===== src/rtl/auth_pkg.sv =====
package auth_pkg;

  typedef enum logic [3:0] {
    ST_IDLE,
    ST_SER_REQ,
    ST_SER_RSP,
    ST_KEY_REQ,
    ST_KEY_RSP,
    ST_CHL_REQ,
    ST_CHL_RSP,
    ST_EXP_REQ,
    ST_EXP_RSP
  } auth_state_t;

  localparam logic OP_READ_ID   = 1'b0;
  localparam logic OP_CHALLENGE = 1'b1;

endpackage


===== src/rtl/auth_lfsr.sv =====
module auth_lfsr #(
  parameter int          W    = 64,
  parameter logic [W-1:0] SEED = 64'hACE1_2468_1357_BDF9,
  parameter logic [W-1:0] TAPS = 64'hD800_0000_0000_0000
) (
  input  logic         clk,
  input  logic         rst_n,
  output logic [W-1:0] value
);

  logic [W-1:0] state_q;

  always_ff @(posedge clk) begin
    if (!rst_n) begin
      state_q <= SEED;
    end else if (state_q[0]) begin
      state_q <= (state_q >> 1) ^ TAPS;
    end else begin
      state_q <= state_q >> 1;
    end
  end

  assign value = state_q;

  AST_LFSR_NONZERO: assert property (@(posedge clk) disable iff (!rst_n)
    state_q != '0);

endmodule


===== src/rtl/auth_timebase.sv =====
module auth_timebase #(
  parameter int TICK_MHZ = 50
) (
  input  logic clk,
  input  logic rst_n,
  output logic tick
);

  localparam int              CW   = (TICK_MHZ > 1) ? $clog2(TICK_MHZ) : 1;
  localparam logic [CW-1:0]   LAST = CW'(TICK_MHZ - 1);

  logic [CW-1:0] cnt_q;

  always_ff @(posedge clk) begin
    if (!rst_n) begin
      cnt_q <= '0;
    end else if (tick) begin
      cnt_q <= '0;
    end else begin
      cnt_q <= cnt_q + 1'b1;
    end
  end

  assign tick = (cnt_q == LAST);

  AST_TICK_SPACED: assert property (@(posedge clk) disable iff (!rst_n)
    tick |=> !tick);

endmodule


===== src/rtl/auth_watch.sv =====
module auth_watch #(
  parameter int LIMIT = 200
) (
  input  logic clk,
  input  logic rst_n,
  input  logic clear,
  input  logic tick,
  output logic expired
);

  localparam int            CW  = $clog2(LIMIT + 1);
  localparam logic [CW-1:0] LIM = CW'(LIMIT);

  logic [CW-1:0] cnt_q;

  always_ff @(posedge clk) begin
    if (!rst_n || clear) begin
      cnt_q <= '0;
    end else if (tick && cnt_q != LIM) begin
      cnt_q <= cnt_q + 1'b1;
    end
  end

  assign expired = (cnt_q == LIM);

  AST_NO_OVERFLOW: assert property (@(posedge clk) disable iff (!rst_n)
    cnt_q <= LIM);

endmodule


===== src/rtl/auth_verdict.sv =====
module auth_verdict #(
  parameter int DW = 64
) (
  input  logic          clk,
  input  logic          rst_n,
  input  logic          judge,
  input  logic [DW-1:0] expected,
  input  logic [DW-1:0] answer,
  output logic          foe
);

  logic foe_q;

  always_ff @(posedge clk) begin
    if (!rst_n) begin
      foe_q <= 1'b1;
    end else if (judge && expected == answer) begin
      foe_q <= 1'b0;
    end
  end

  assign foe = foe_q;

  AST_FOE_STICKY: assert property (@(posedge clk) disable iff (!rst_n)
    !foe_q |=> !foe_q);

endmodule


===== src/rtl/auth_seq.sv =====
module auth_seq
  import auth_pkg::*;
#(
  parameter int           DW         = 64,
  parameter logic [DW-1:0] SECRET    = 64'h0F1E_2D3C_4B5A_6978,
  parameter int           TICK_MHZ   = 50,
  parameter int           TIMEOUT_US = 200,
  parameter logic [DW-1:0] LFSR_SEED = 64'hACE1_2468_1357_BDF9
) (
  input  logic          clk,
  input  logic          rst_n,
  input  logic          start,
  output logic          foe,
  output logic          dev_req_valid,
  input  logic          dev_req_ready,
  output logic          dev_req_op,
  output logic [DW-1:0] dev_req_data,
  input  logic          dev_rsp_valid,
  output logic          dev_rsp_ready,
  input  logic [DW-1:0] dev_rsp_data,
  output logic          hash_req_valid,
  input  logic          hash_req_ready,
  output logic [DW-1:0] hash_req_key,
  output logic [DW-1:0] hash_req_msg,
  input  logic          hash_rsp_valid,
  output logic          hash_rsp_ready,
  input  logic [DW-1:0] hash_rsp_data
);

  auth_state_t   state_q;
  logic          start_q;
  logic          start_rise;
  logic [DW-1:0] chal_q, serial_q, devkey_q, answer_q;
  logic [DW-1:0] lfsr_val;
  logic          tick, expired;
  logic          dev_phase, dev_hs, abort;
  logic          judge;

  auth_lfsr #(.W(DW), .SEED(LFSR_SEED)) u_lfsr (
    .clk(clk), .rst_n(rst_n), .value(lfsr_val)
  );

  auth_timebase #(.TICK_MHZ(TICK_MHZ)) u_timebase (
    .clk(clk), .rst_n(rst_n), .tick(tick)
  );

  auth_watch #(.LIMIT(TIMEOUT_US)) u_watch (
    .clk(clk), .rst_n(rst_n), .clear(!dev_phase), .tick(tick), .expired(expired)
  );

  auth_verdict #(.DW(DW)) u_verdict (
    .clk(clk), .rst_n(rst_n), .judge(judge),
    .expected(hash_rsp_data), .answer(answer_q), .foe(foe)
  );

  // Channel drive decoded from the current step
  always_comb begin
    dev_req_valid  = (state_q == ST_SER_REQ) || (state_q == ST_CHL_REQ);
    dev_req_op     = (state_q == ST_CHL_REQ) ? OP_CHALLENGE : OP_READ_ID;
    dev_req_data   = (state_q == ST_CHL_REQ) ? chal_q : '0;
    dev_rsp_ready  = (state_q == ST_SER_RSP) || (state_q == ST_CHL_RSP);
    hash_req_valid = (state_q == ST_KEY_REQ) || (state_q == ST_EXP_REQ);
    hash_req_key   = (state_q == ST_KEY_REQ) ? SECRET : devkey_q;
    hash_req_msg   = (state_q == ST_KEY_REQ) ? serial_q : chal_q;
    hash_rsp_ready = (state_q == ST_KEY_RSP) || (state_q == ST_EXP_RSP);
  end

  assign start_rise = start && !start_q;
  assign dev_phase  = dev_req_valid || dev_rsp_ready;
  assign dev_hs     = (dev_req_valid && dev_req_ready) || (dev_rsp_ready && dev_rsp_valid);
  assign abort      = dev_phase && expired && !dev_hs;
  assign judge      = (state_q == ST_EXP_RSP) && hash_rsp_valid;

  always_ff @(posedge clk) begin
    if (!rst_n) begin
      start_q <= 1'b0;
    end else begin
      start_q <= start;
    end
  end

  always_ff @(posedge clk) begin
    if (!rst_n) begin
      state_q  <= ST_IDLE;
      chal_q   <= '0;
      serial_q <= '0;
      devkey_q <= '0;
      answer_q <= '0;
    end else if (abort) begin
      state_q <= ST_IDLE;
    end else begin
      unique case (state_q)
        ST_IDLE: begin
          if (start_rise && foe) begin
            chal_q  <= lfsr_val;
            state_q <= ST_SER_REQ;
          end
        end
        ST_SER_REQ: if (dev_req_ready)  state_q <= ST_SER_RSP;
        ST_SER_RSP: begin
          if (dev_rsp_valid) begin
            serial_q <= dev_rsp_data;
            state_q  <= ST_KEY_REQ;
          end
        end
        ST_KEY_REQ: if (hash_req_ready) state_q <= ST_KEY_RSP;
        ST_KEY_RSP: begin
          if (hash_rsp_valid) begin
            devkey_q <= hash_rsp_data;
            state_q  <= ST_CHL_REQ;
          end
        end
        ST_CHL_REQ: if (dev_req_ready)  state_q <= ST_CHL_RSP;
        ST_CHL_RSP: begin
          if (dev_rsp_valid) begin
            answer_q <= dev_rsp_data;
            state_q  <= ST_EXP_REQ;
          end
        end
        ST_EXP_REQ: if (hash_req_ready) state_q <= ST_EXP_RSP;
        ST_EXP_RSP: if (hash_rsp_valid) state_q <= ST_IDLE;
        default:    state_q <= ST_IDLE;
      endcase
    end
  end

  AST_DEV_REQ_HOLD: assert property (@(posedge clk) disable iff (!rst_n)
    dev_req_valid && !dev_req_ready && !abort |=>
      dev_req_valid && $stable(dev_req_op) && $stable(dev_req_data));
  AST_HASH_REQ_HOLD: assert property (@(posedge clk) disable iff (!rst_n)
    hash_req_valid && !hash_req_ready |=>
      hash_req_valid && $stable(hash_req_key) && $stable(hash_req_msg));
  AST_ONE_CHANNEL: assert property (@(posedge clk) disable iff (!rst_n)
    !(dev_req_valid && hash_req_valid));
  AST_FOE_FALL_CAUSE: assert property (@(posedge clk) disable iff (!rst_n)
    $fell(foe) |-> $past(state_q == ST_EXP_RSP));
  AST_ABORT_QUIET: assert property (@(posedge clk) disable iff (!rst_n)
    abort |=> !dev_req_valid && !dev_rsp_ready && !hash_req_valid && foe);
  AST_FIRST_READS_ID: assert property (@(posedge clk) disable iff (!rst_n)
    $rose(dev_req_valid) && $past(state_q == ST_IDLE) |-> dev_req_op == OP_READ_ID);

endmodule


===== config.mk =====
export PLATFORM = sky130hd
export DESIGN_NAME = auth_seq
export DESIGN_NICKNAME = d
export VERILOG_FILES = /design/src/rtl/auth_pkg.sv /design/src/rtl/auth_lfsr.sv /design/src/rtl/auth_timebase.sv /design/src/rtl/auth_watch.sv /design/src/rtl/auth_verdict.sv /design/src/rtl/auth_seq.sv
export SDC_FILE = /design/constraint.sdc
export NUM_CORES = 1
export LEC_CHECK = 0
export ABC_AREA = 1
export BUFFER_PORTS_ARGS = -buffer_cell sky130_fd_sc_hd__clkbuf_2
export CAP_MARGIN = 20
export CELL_PAD_IN_SITES_DETAIL_PLACEMENT = 1
export CELL_PAD_IN_SITES_GLOBAL_PLACEMENT = 1
export CORE_MARGIN = 5
export CORE_UTILIZATION = 34
export DETAILED_ROUTE_END_ITERATION = 7
export GPL_ROUTABILITY_DRIVEN = 1
export PLACE_DENSITY = 0.77
export SYNTH_ARGS = -nofsm -noshare
export SYNTH_HDL_FRONTEND = slang
export SYNTH_SLANG_ARGS = --single-unit
export TNS_END_PERCENT = 50

===== constraint.sdc =====
create_clock -name clk -period 1.5 [get_ports clk]
set_clock_uncertainty 0.15 [all_clocks]
set_input_delay 0 -clock clk [delete_from_list [all_inputs] [get_ports clk]]
set_output_delay 0 -clock clk [all_outputs]
set_load 0.1 [all_outputs]

Word-level counts from Yosys, hierarchy flattened
Index checks and enable logic that the tools add are counted.

word-level totals
  register bits = 340
  input port bits = 135
  output and inout port bits = 198

cells by class
  $add $sub $neg = 2
  equal/unequal tests = 21
  mux-type cells = 15
  bitwise logic cells = 3
  reduce and logical (&&, ||, !) cells = 28

operators with widths
  operator                                              number
  2-to-1 mux 64 bit                                     4
  equality test 64 bit                                  1
  2-to-1 mux 4 bit                                      9
  case mux 4 bit (9 select lines)                       1
  != test 2 bit (second input constant)                 9
  equality test 4 x 3 -> 1 bit (second input constant)  4
  AND reduction 3 bit                                   4
  logical AND 1 bit                                     9
  AND reduction 9 bit                                   1
  adder 8 x 1 -> 8 bit (second input constant)          1
  equality test 4 x 2 -> 1 bit (second input constant)  2
  equality test 8 bit (second input constant)           1
  != test 8 bit (second input constant)                 1
  logical OR 1 bit                                      7
  adder 6 x 1 -> 6 bit (second input constant)          1
  equality test 6 bit (second input constant)           1
  equality test 4 x 1 -> 1 bit (second input constant)  1
  equality test 4 bit (second input constant)           1
  logical NOT 1 bit                                     4
  logical NOT 4 bit                                     1
  inverter 3 -> 4 bit                                   1
  OR reduction 2 bit                                    2
  inverter 1 bit                                        2
  2-to-1 mux 1 bit                                      1

Longest topological paths before layout
Gate-level depths: netlist of the first run.

  depth after elaboration = 8
  gate-level depth with buffers = 11
  gate-level depth less buffers = 11

Hierarchy
Synthesis of the first run repeated with hierarchy kept, for this count alone.

unflattened totals
  cell total of the unflattened synthesis = 2118
  area, all modules = 14620.3 sq um

modules (own cells, without submodules)
  module         times used  cells an instance  area each (sq um)
  auth_seq       1           1544               10815.4
  auth_lfsr      1           205                1849.3
  auth_verdict   1           251                1111.1
  auth_watch     1           84                 569.3
  auth_timebase  1           34                 275.3

Least setup slack after synthesis of the first run
Ideal clock, no wire load.

  path kind = reg-to-output
  start point = register state_q[2]
  end point = output dev_req_data[10]
  data arrival time = 3602 ps
  required time = 1350 ps
  setup slack = -2252 ps
  cell stages (with the launch flop) = 6
  path buffers = 1
  cells stage by stage = dfxtp_1 nand2_1 nor2_1 inv_2 clkbuf_1 nor2_1

on the way
  cells in the longest elaborated chain, start to end = 2

RTL lines
  element                       RTL line        source
  start, declared               auth_seq.sv:30  auth_state_t state_q;
  start signal, assigned        auth_seq.sv:84  state_q <= ST_IDLE;
  start signal, assigned        auth_seq.sv:90  state_q <= ST_IDLE;
  start signal, assigned        auth_seq.sv:96  state_q <= ST_SER_REQ;
  equality test 4 x 3 -> 1 bit  auth_seq.sv:60  dev_req_data = (state_q == ST_CHL_REQ) ? chal_q : '0;
  2-to-1 mux 64 bit             auth_seq.sv:60
  end, declared                 auth_seq.sv:17  output logic [DW-1:0] dev_req_data,

Every way passes these cells.

Final worst setup path of the first run
  start point = register state_q[0]
  end point = output hash_rsp_ready

on the way
  cells in the longest elaborated chain, start to end = 2
  elaborated cells on any way between the ends = 3
  classes of those cells = 2 x eq/ne; 1 x reduce/logical

RTL lines
  element                                                                     RTL line        source
  equality test 4 x 3 -> 1 bit / equality test 4 bit (equally long branches)  auth_seq.sv:65  hash_rsp_ready = (state_q == ST_KEY_RSP) || (state_q == ST_EXP_RSP);
  logical OR 1 bit (*)                                                        auth_seq.sv:65
  end, declared                                                               auth_seq.sv:26  output logic hash_rsp_ready,

Mark *: on every way between the ends. The rest lies on a longest branch, timed or not.

==> impl_metrics.env, run 1 <==
export IMPL_worst_setup_hold_path_clk_slew_ps=60
export IMPL_synthesis_area_per_instance_um2=7.01
export IMPL_post_place_cells=2890
export IMPL_route_detailed_wl_per_inst_um=26.1
export IMPL_via_per_inst=5.37
export IMPL_postRouteWirelength_um=82100
export IMPL_postSynth_asyncResetShare=0
export IMPL_grt_pass1_vias=18153
export IMPL_die_area_um2=45600
export IMPL_drt_drc_violations_left=0
export IMPL_cts_tree="built"
export IMPL_whs_ps=195
export IMPL_globalplace_congestion=0.871
export IMPL_cellPowerDensity_nw_per_um2=1610
export IMPL_fp_row_count=74
export IMPL_total_power_uw=40900
export IMPL_cts_sinks=340
export IMPL_detailed_place_hpwl_um=43300
export IMPL_fraction_of_layout_cells_with_a_size_suffix_above_1=0.334
export IMPL_finalWorstSetupSlack_ps=-865
export IMPL_outcome="complete, but fails checks"
export IMPL_cp_max_fo=5
export IMPL_worstPathArrival_ps=2220
export IMPL_pre_cts_worst_setup_slack_ps=-344
export IMPL_initial_utilization=0.344
export IMPL_top_level_ports=333
export IMPL_ys_dominant_reg_cell="dfxtp_1"
export IMPL_worst_skew_pair_latency_ps=550
export IMPL_grt_antenna_before_repair=17
export IMPL_cts_root_buf="clkbuf_16"
export IMPL_max_freq_mhz=423
export IMPL_grt_max_degree=79
export IMPL_detailroute_via_count=16908
export IMPL_vert_die_dim_um=214
export IMPL_drt_iter0_drc=1253
export IMPL_synthCells=2008
export IMPL_number_of_storage_elements_in_the_synthesis_netlist=340
export IMPL_htree_levels=2
export IMPL_port_buffers=332
export IMPL_finalSetupViolCount=474
export IMPL_cts_buffers_inserted=40
export IMPL_slew_violations=0
export IMPL_finalWorstPathRequiredPeriod_ps=2370
export IMPL_initial_drt_pass_iterations=5
export IMPL_num_nets_final=2706
export IMPL_hold_crit_path_type="in2reg"
export IMPL_postRouteAntennaNets=0
export IMPL_first_pass_grt_wire_length_um=110000
export IMPL_slew_headroom=0.682
export IMPL_power_leakage_uw=0.0107
export IMPL_hold_viol=0
export IMPL_track_usage=0.316
export IMPL_ys_warnings_count=0
export IMPL_layout_cells_most_common="inv_1"
export IMPL_violated_checks="negative setup slack"
export IMPL_timing_final_crit_share=1.58
export IMPL_grt_setup_unrepaired="true"
export IMPL_timing_critical_path_from_type="flop"
export IMPL_tightest_slew_ps=477
export IMPL_synth_fp_nets=2147
export IMPL_globalRoute_totalOverflow=0
export IMPL_peakVddDrop_mv=1.00
export IMPL_synth_enable_flop_cells=0
export IMPL_cts_root_to_sink_buffers=3
export IMPL_synth_seq_area_share=0.483
export IMPL_layout_area_overhead_vs_synth_pct=80.6
export IMPL_synthDistinctLibCells=28
export IMPL_setup_worst_path_end_class="primary output"
export IMPL_cap_violations=0
export IMPL_worstPathRequired_ps=1350
export IMPL_placeableCoreArea_um2=40900
export IMPL_netlist_area_um2=14100
export IMPL_setup_worst_path_class="reg2out"
export IMPL_final_setup_tns_ps=-248720
export IMPL_chipWidth_um=214
export IMPL_final_cell_count_no_fill=3147
export IMPL_top_library_cells_by_usage_in_the_layout_fill_and_taps_aside="inv_1 (385), dfxtp_1 (334), nand2_1 (268)"
[synth_stat cells, types with 4 or more instances]
library cell / number / area (µm²)
o21ai_1: 31 / 155
nand2_1: 341 / 1280
buf_4: 7 / 52.6
ha_1: 4 / 50.1
nand4_1: 6 / 37.5
nand3_1: 14 / 70.1
inv_1: 387 / 1450
clkbuf_1: 76 / 285
buf_2: 26 / 130
dfxtp_1: 340 / 6810
xnor2_1: 9 / 78.8
a21oi_1: 265 / 1330
o21ai_0: 308 / 1540
nor2_1: 163 / 612
[layout make-up]
class	count	area, µm²
clock buffers	61	1200
multi-input cells	1161	7130
inverters	390	1480
fillers	4557	15500
flip-flops and latches	340	6830
diodes	21	52.6
well taps	532	666
repair buffers	634	8020
clock inverters	8	58.8
[cell families after synthesis]
group | Yosys count | share of synthesized area
xor gates and xnor gates | 11 | 0.00684
and+or+nand+nor | 538 | 0.149
adders and majority gates | 4 | 0.00355
AOI/OAI and AO/OA | 608 | 0.217
DFF | 340 | 0.483
buffers and inverters | 507 | 0.141
[layer usage]
metal	vias to the layer above	GRT usage	wire length [µm]
met1	8154	0.350	29600
met3	420	0.0515	4900
met4	4	0.197	7060
met5	-	0	22
li1	7398	-	-
met2	932	0.564	40600
[metrics by stage]
step	cell area, µm²	utilization
global route	25400	0.621
detailed placement	21000	0.514
finish	25400	0.622
floorplan	15000	-
global placement	21000	0.514
CTS	24700	0.604
[state kept, by name, indices dropped and copies added (netlist names)]
| signal | cells |
|---|---|
| start_q | 1 |
| u_verdict.foe | 1 |
| serial_q | 64 |
| u_lfsr.value | 64 |
| u_watch.cnt_q | 8 |
| answer_q | 64 |
| state_q | 4 |
| u_timebase.cnt_q | 6 |
| devkey_q | 64 |
| chal_q | 64 |
[what timing repair did]
item / in CTS / in global routing
hold endpoints to repair: 312 / 0
buffers inserted: 13 / 7
gates resized for setup: 184 / 136
hold buffers: 135 / 0
pin swaps: 13 / 8
cloned: 9 / 5
setup endpoints to repair: 465 / 471
[where the power goes]
part / total [µW] / switching [µW] / internal (µW) / leakage [µW]
clock: 9680 / 4160 / 5530 / 0.000610
combinational: 20200 / 13500 / 6760 / 0.00730
sequential: 11000 / 789 / 10200 / 0.00278
total: 40900 / 18400 / 22500 / 0.0107
[final timing paths]
kind / cells past startpoint / slack, ps / startpoint / endpoint
setup / recovery: 8 / -870 / state_q[0] / hash_rsp_ready
setup reg to reg: 11 / -690 / state_q[3] / state_q[2]
hold reg to reg: 2 / 270 / u_lfsr.value[29] / u_lfsr.value[28]
hold / removal: 4 / 200 / hash_rsp_data[43] / devkey_q[43]
[worst max-delay path: stages (launching register included)]
cell,delay [ps]
dfxtp_4,360
nor2_2,190
inv_1,140
buf_4,160
nor3_2,160
nor2_1,130
buf_4,150
inv_1,140
buf_12,210
No activity file was read; power rests on OpenSTA's default activity.
==> run 2, diff against run 1 <==
ABC_AREA = unset   (was 1)
CORE_UTILIZATION = 35   (was 34)
CTS_BUF_LIST = sky130_fd_sc_hd__clkbuf_16   (was unset)
PLACE_DENSITY = 0.76   (was 0.77)
==> impl_metrics.env, run 2 <==
export IMPL_timing_final_crit_share=1.57
export IMPL_number_of_storage_elements_in_the_synthesis_netlist=340
export IMPL_globalplace_congestion=0.896
export IMPL_worstPathRequired_ps=1350
export IMPL_timing_critical_path_from_type="flop"
export IMPL_multi_input_comb_area_um2=7970
export IMPL_layout_area_overhead_vs_synth_pct=80.6
export IMPL_finish_utilization=0.635
export IMPL_holdPathStages=6
export IMPL_synthCells=1685
export IMPL_worst_skew_pair_latency_ps=540
export IMPL_violated_checks="negative setup slack"
export IMPL_fp_row_count=73
export IMPL_r2r_start="state_q[0]"
export IMPL_grt_max_degree=73
export IMPL_post_synth_top_count_cell="nand2_1"
export IMPL_initial_utilization=0.352
export IMPL_ys_dominant_reg_cell="dfxtp_1"
export IMPL_crit_start="state_q[1]"
export IMPL_finalSetupViolCount=473
export IMPL_num_nets_final=2394
export IMPL_post_synth_main_area_contributors="dfxtp_1 (49%), nand2_1 (14%), a21oi_1 (9.3%)"
export IMPL_worst_path_most_repeated_cell="buf_12"
export IMPL_critPathMaxStageDelay_ps=390
export IMPL_drt_drc_violations_left=0
export IMPL_cts_buffers_inserted=38
export IMPL_cp_max_fo=13
export IMPL_top_library_cells_by_usage_in_the_layout_fill_and_taps_aside="nand2_1 (460), dfxtp_1 (329), buf_12 (236)"
export IMPL_netlist_area_um2=13900
export IMPL_postSynth_asyncResetShare=0
export IMPL_outcome="complete, but fails checks"
export IMPL_grt_pass1_vias=16535
export IMPL_hold_viol=0
export IMPL_slew_headroom=0.625
export IMPL_route_detailed_wl_per_inst_um=28.4
export IMPL_placeableCoreArea_um2=39500
export IMPL_synth_seq_area_share=0.489
export IMPL_layout_cells_most_common="nand2_1"
export IMPL_setup_worst_path_end_class="primary output"
export IMPL_grt_antenna_before_repair=6
export IMPL_cts_root_to_sink_buffers=3
export IMPL_worst_r2r_endpoint="answer_q[28]"
export IMPL_synthesis_area_per_instance_um2=8.26
export IMPL_timing_reg2reg_worst_path_depth=10
export IMPL_synth_fp_nets=1824
export IMPL_chipWidth_um=209
export IMPL_crit_slowest_cell="dfxtp_4"
export IMPL_initial_drt_pass_iterations=6
export IMPL_worst_setup_hold_path_clk_slew_ps=80
export IMPL_worstPathArrival_ps=2200
export IMPL_via_per_inst=5.49
export IMPL_finalWorstPathRequiredPeriod_ps=2350
export IMPL_synth_top_cell_area_share=0.489
export IMPL_tightest_slew_ps=558
export IMPL_hold_crit_path_type="in2reg"
export IMPL_timing_critical_path_cells="nand2_4 > nor3_4 > buf_12 > buf_16 > mux2_4 > buf_12"
export IMPL_hold_path_endpoint="u_verdict.foe"
export IMPL_first_pass_grt_wire_length_um=106000
export IMPL_postRouteWirelength_um=79800
export IMPL_ys_warnings_count=0
export IMPL_cellPowerDensity_nw_per_um2=905
export IMPL_top_level_ports=333
export IMPL_num_fill_cells=4097
export IMPL_max_freq_mhz=425
export IMPL_postRouteAntennaNets=0
export IMPL_min_from="hash_rsp_data[16]"
export IMPL_total_power_uw=22700
export IMPL_whs_ps=83.3
export IMPL_globalRoute_totalOverflow=0
export IMPL_cap_violations=0
export IMPL_port_buffers=332
export IMPL_drt_iter0_drc=1205
export IMPL_finalWorstSetupSlack_ps=-852
export IMPL_register_area_um2=6830
export IMPL_synth_commonest_cells="nand2_1 (518), dfxtp_1 (340), a21oi_1 (258)"
export IMPL_slew_violations=0
export IMPL_fraction_of_layout_cells_with_a_size_suffix_above_1=0.400
export IMPL_grt_setup_unrepaired="true"
export IMPL_vert_die_dim_um=209
export IMPL_detailed_place_hpwl_um=41700
export IMPL_detailroute_via_count=15431
export IMPL_htree_levels=2
export IMPL_cts_tree="built"
export IMPL_setup_worst_path_class="reg2out"
export IMPL_synthDistinctLibCells=48
export IMPL_yosysTopAreaCell="dfxtp_1"
export IMPL_die_area_um2=43900
export IMPL_power_leakage_uw=0.0100
export IMPL_reg2reg_setup_slack_ps=-730
export IMPL_cts_sinks=340
export IMPL_peakVddDrop_mv=0.805
export IMPL_track_usage=0.314
export IMPL_cts_root_buf="clkbuf_16"
export IMPL_synth_enable_flop_cells=0
## run 2: cell count changes after synthesis, moves of 33 or more
cell and change:
inv_1 -367, o21ai_0 -308, nand2_1 +177, nor2_1 -135
and2_1 +96, mux2_2 +65, nand2b_1 +38, nor2b_1 +34
xnor2_1 +33
## run 2: logic make-up after synthesis
family,Yosys count,synth area share
AOI/OAI and AO/OA,281,0.105
xor gates and xnor gates,63,0.0396
adders and majority gates,4,0.00360
buffers and inverters,134,0.0466
DFF,340,0.489
muxes,66,0.0542
and+or+nand+nor,797,0.262
## run 2: per-stage QoR
step | TNS, ps | setup slack (ps) | instance area [µm²] | cells
2_1_floorplan | -155330 | -917 | 14500 | 1685
3_3_place_gp | -64060 | -656 | 20200 | 2533
3_5_place_dp | -89300 | -675 | 20200 | 2533
4_1_cts | -240880 | -804 | 24100 | 2786
5_1_grt | -305810 | -849 | 25100 | 2811
6_report | -296640 | -852 | 25100 | 2811
## run 2: critical path: cells and delay by family, from the launching register on
kind | cells | cell delay [ps]
simple gates | 2 | 270
mux | 1 | 350
flops | 1 | 390
buf+inv | 3 | 600
## run 2: layout make-up
class	instances	area share
Clock inverter	25	0.00538
Multi-Input combinational cell	1211	0.317
Tap cell	525	0.0261
Clock buffer	40	0.0398
Sequential cell	340	0.272
Inverter	21	0.00344
Antenna cell	6	0.000597
Timing Repair Buffer	643	0.336
## run 2: worst max-delay path by stage
stage | to | slack [ps]
floorplan | serial_q[11] | -920
global placement | u_verdict.foe | -660
detailed placement | u_verdict.foe | -670
CTS | hash_req_msg[36] | -800
global route | dev_req_data[22] | -850
finish | hash_req_msg[8] | -850
## run 2: what timing repair did
item                       CTS  global route
resized for setup          182           202
setup buffers               37            18
hold buffers               134             0
gates cloned                18            10
setup endpoints to repair  467           473
pin swaps                   34            84
hold endpoints to repair   207             0
## run 2: power by group
part	switching, µW	internal, µW	total [µW]
clock	4050	4970	9020
combinational	2530	1660	4190
sequential	244	9280	9530
total	6820	15900	22700
## run 2: routing by layer
metal / vias to the layer above / part of all wire / global-route usage
li1: 6609 / - / -
met5: - / 0 / 0
met1: 7621 / 0.36 / 0.356
met2: 878 / 0.49 / 0.545
met3: 323 / 0.063 / 0.0653
met4: 0 / 0.079 / 0.186
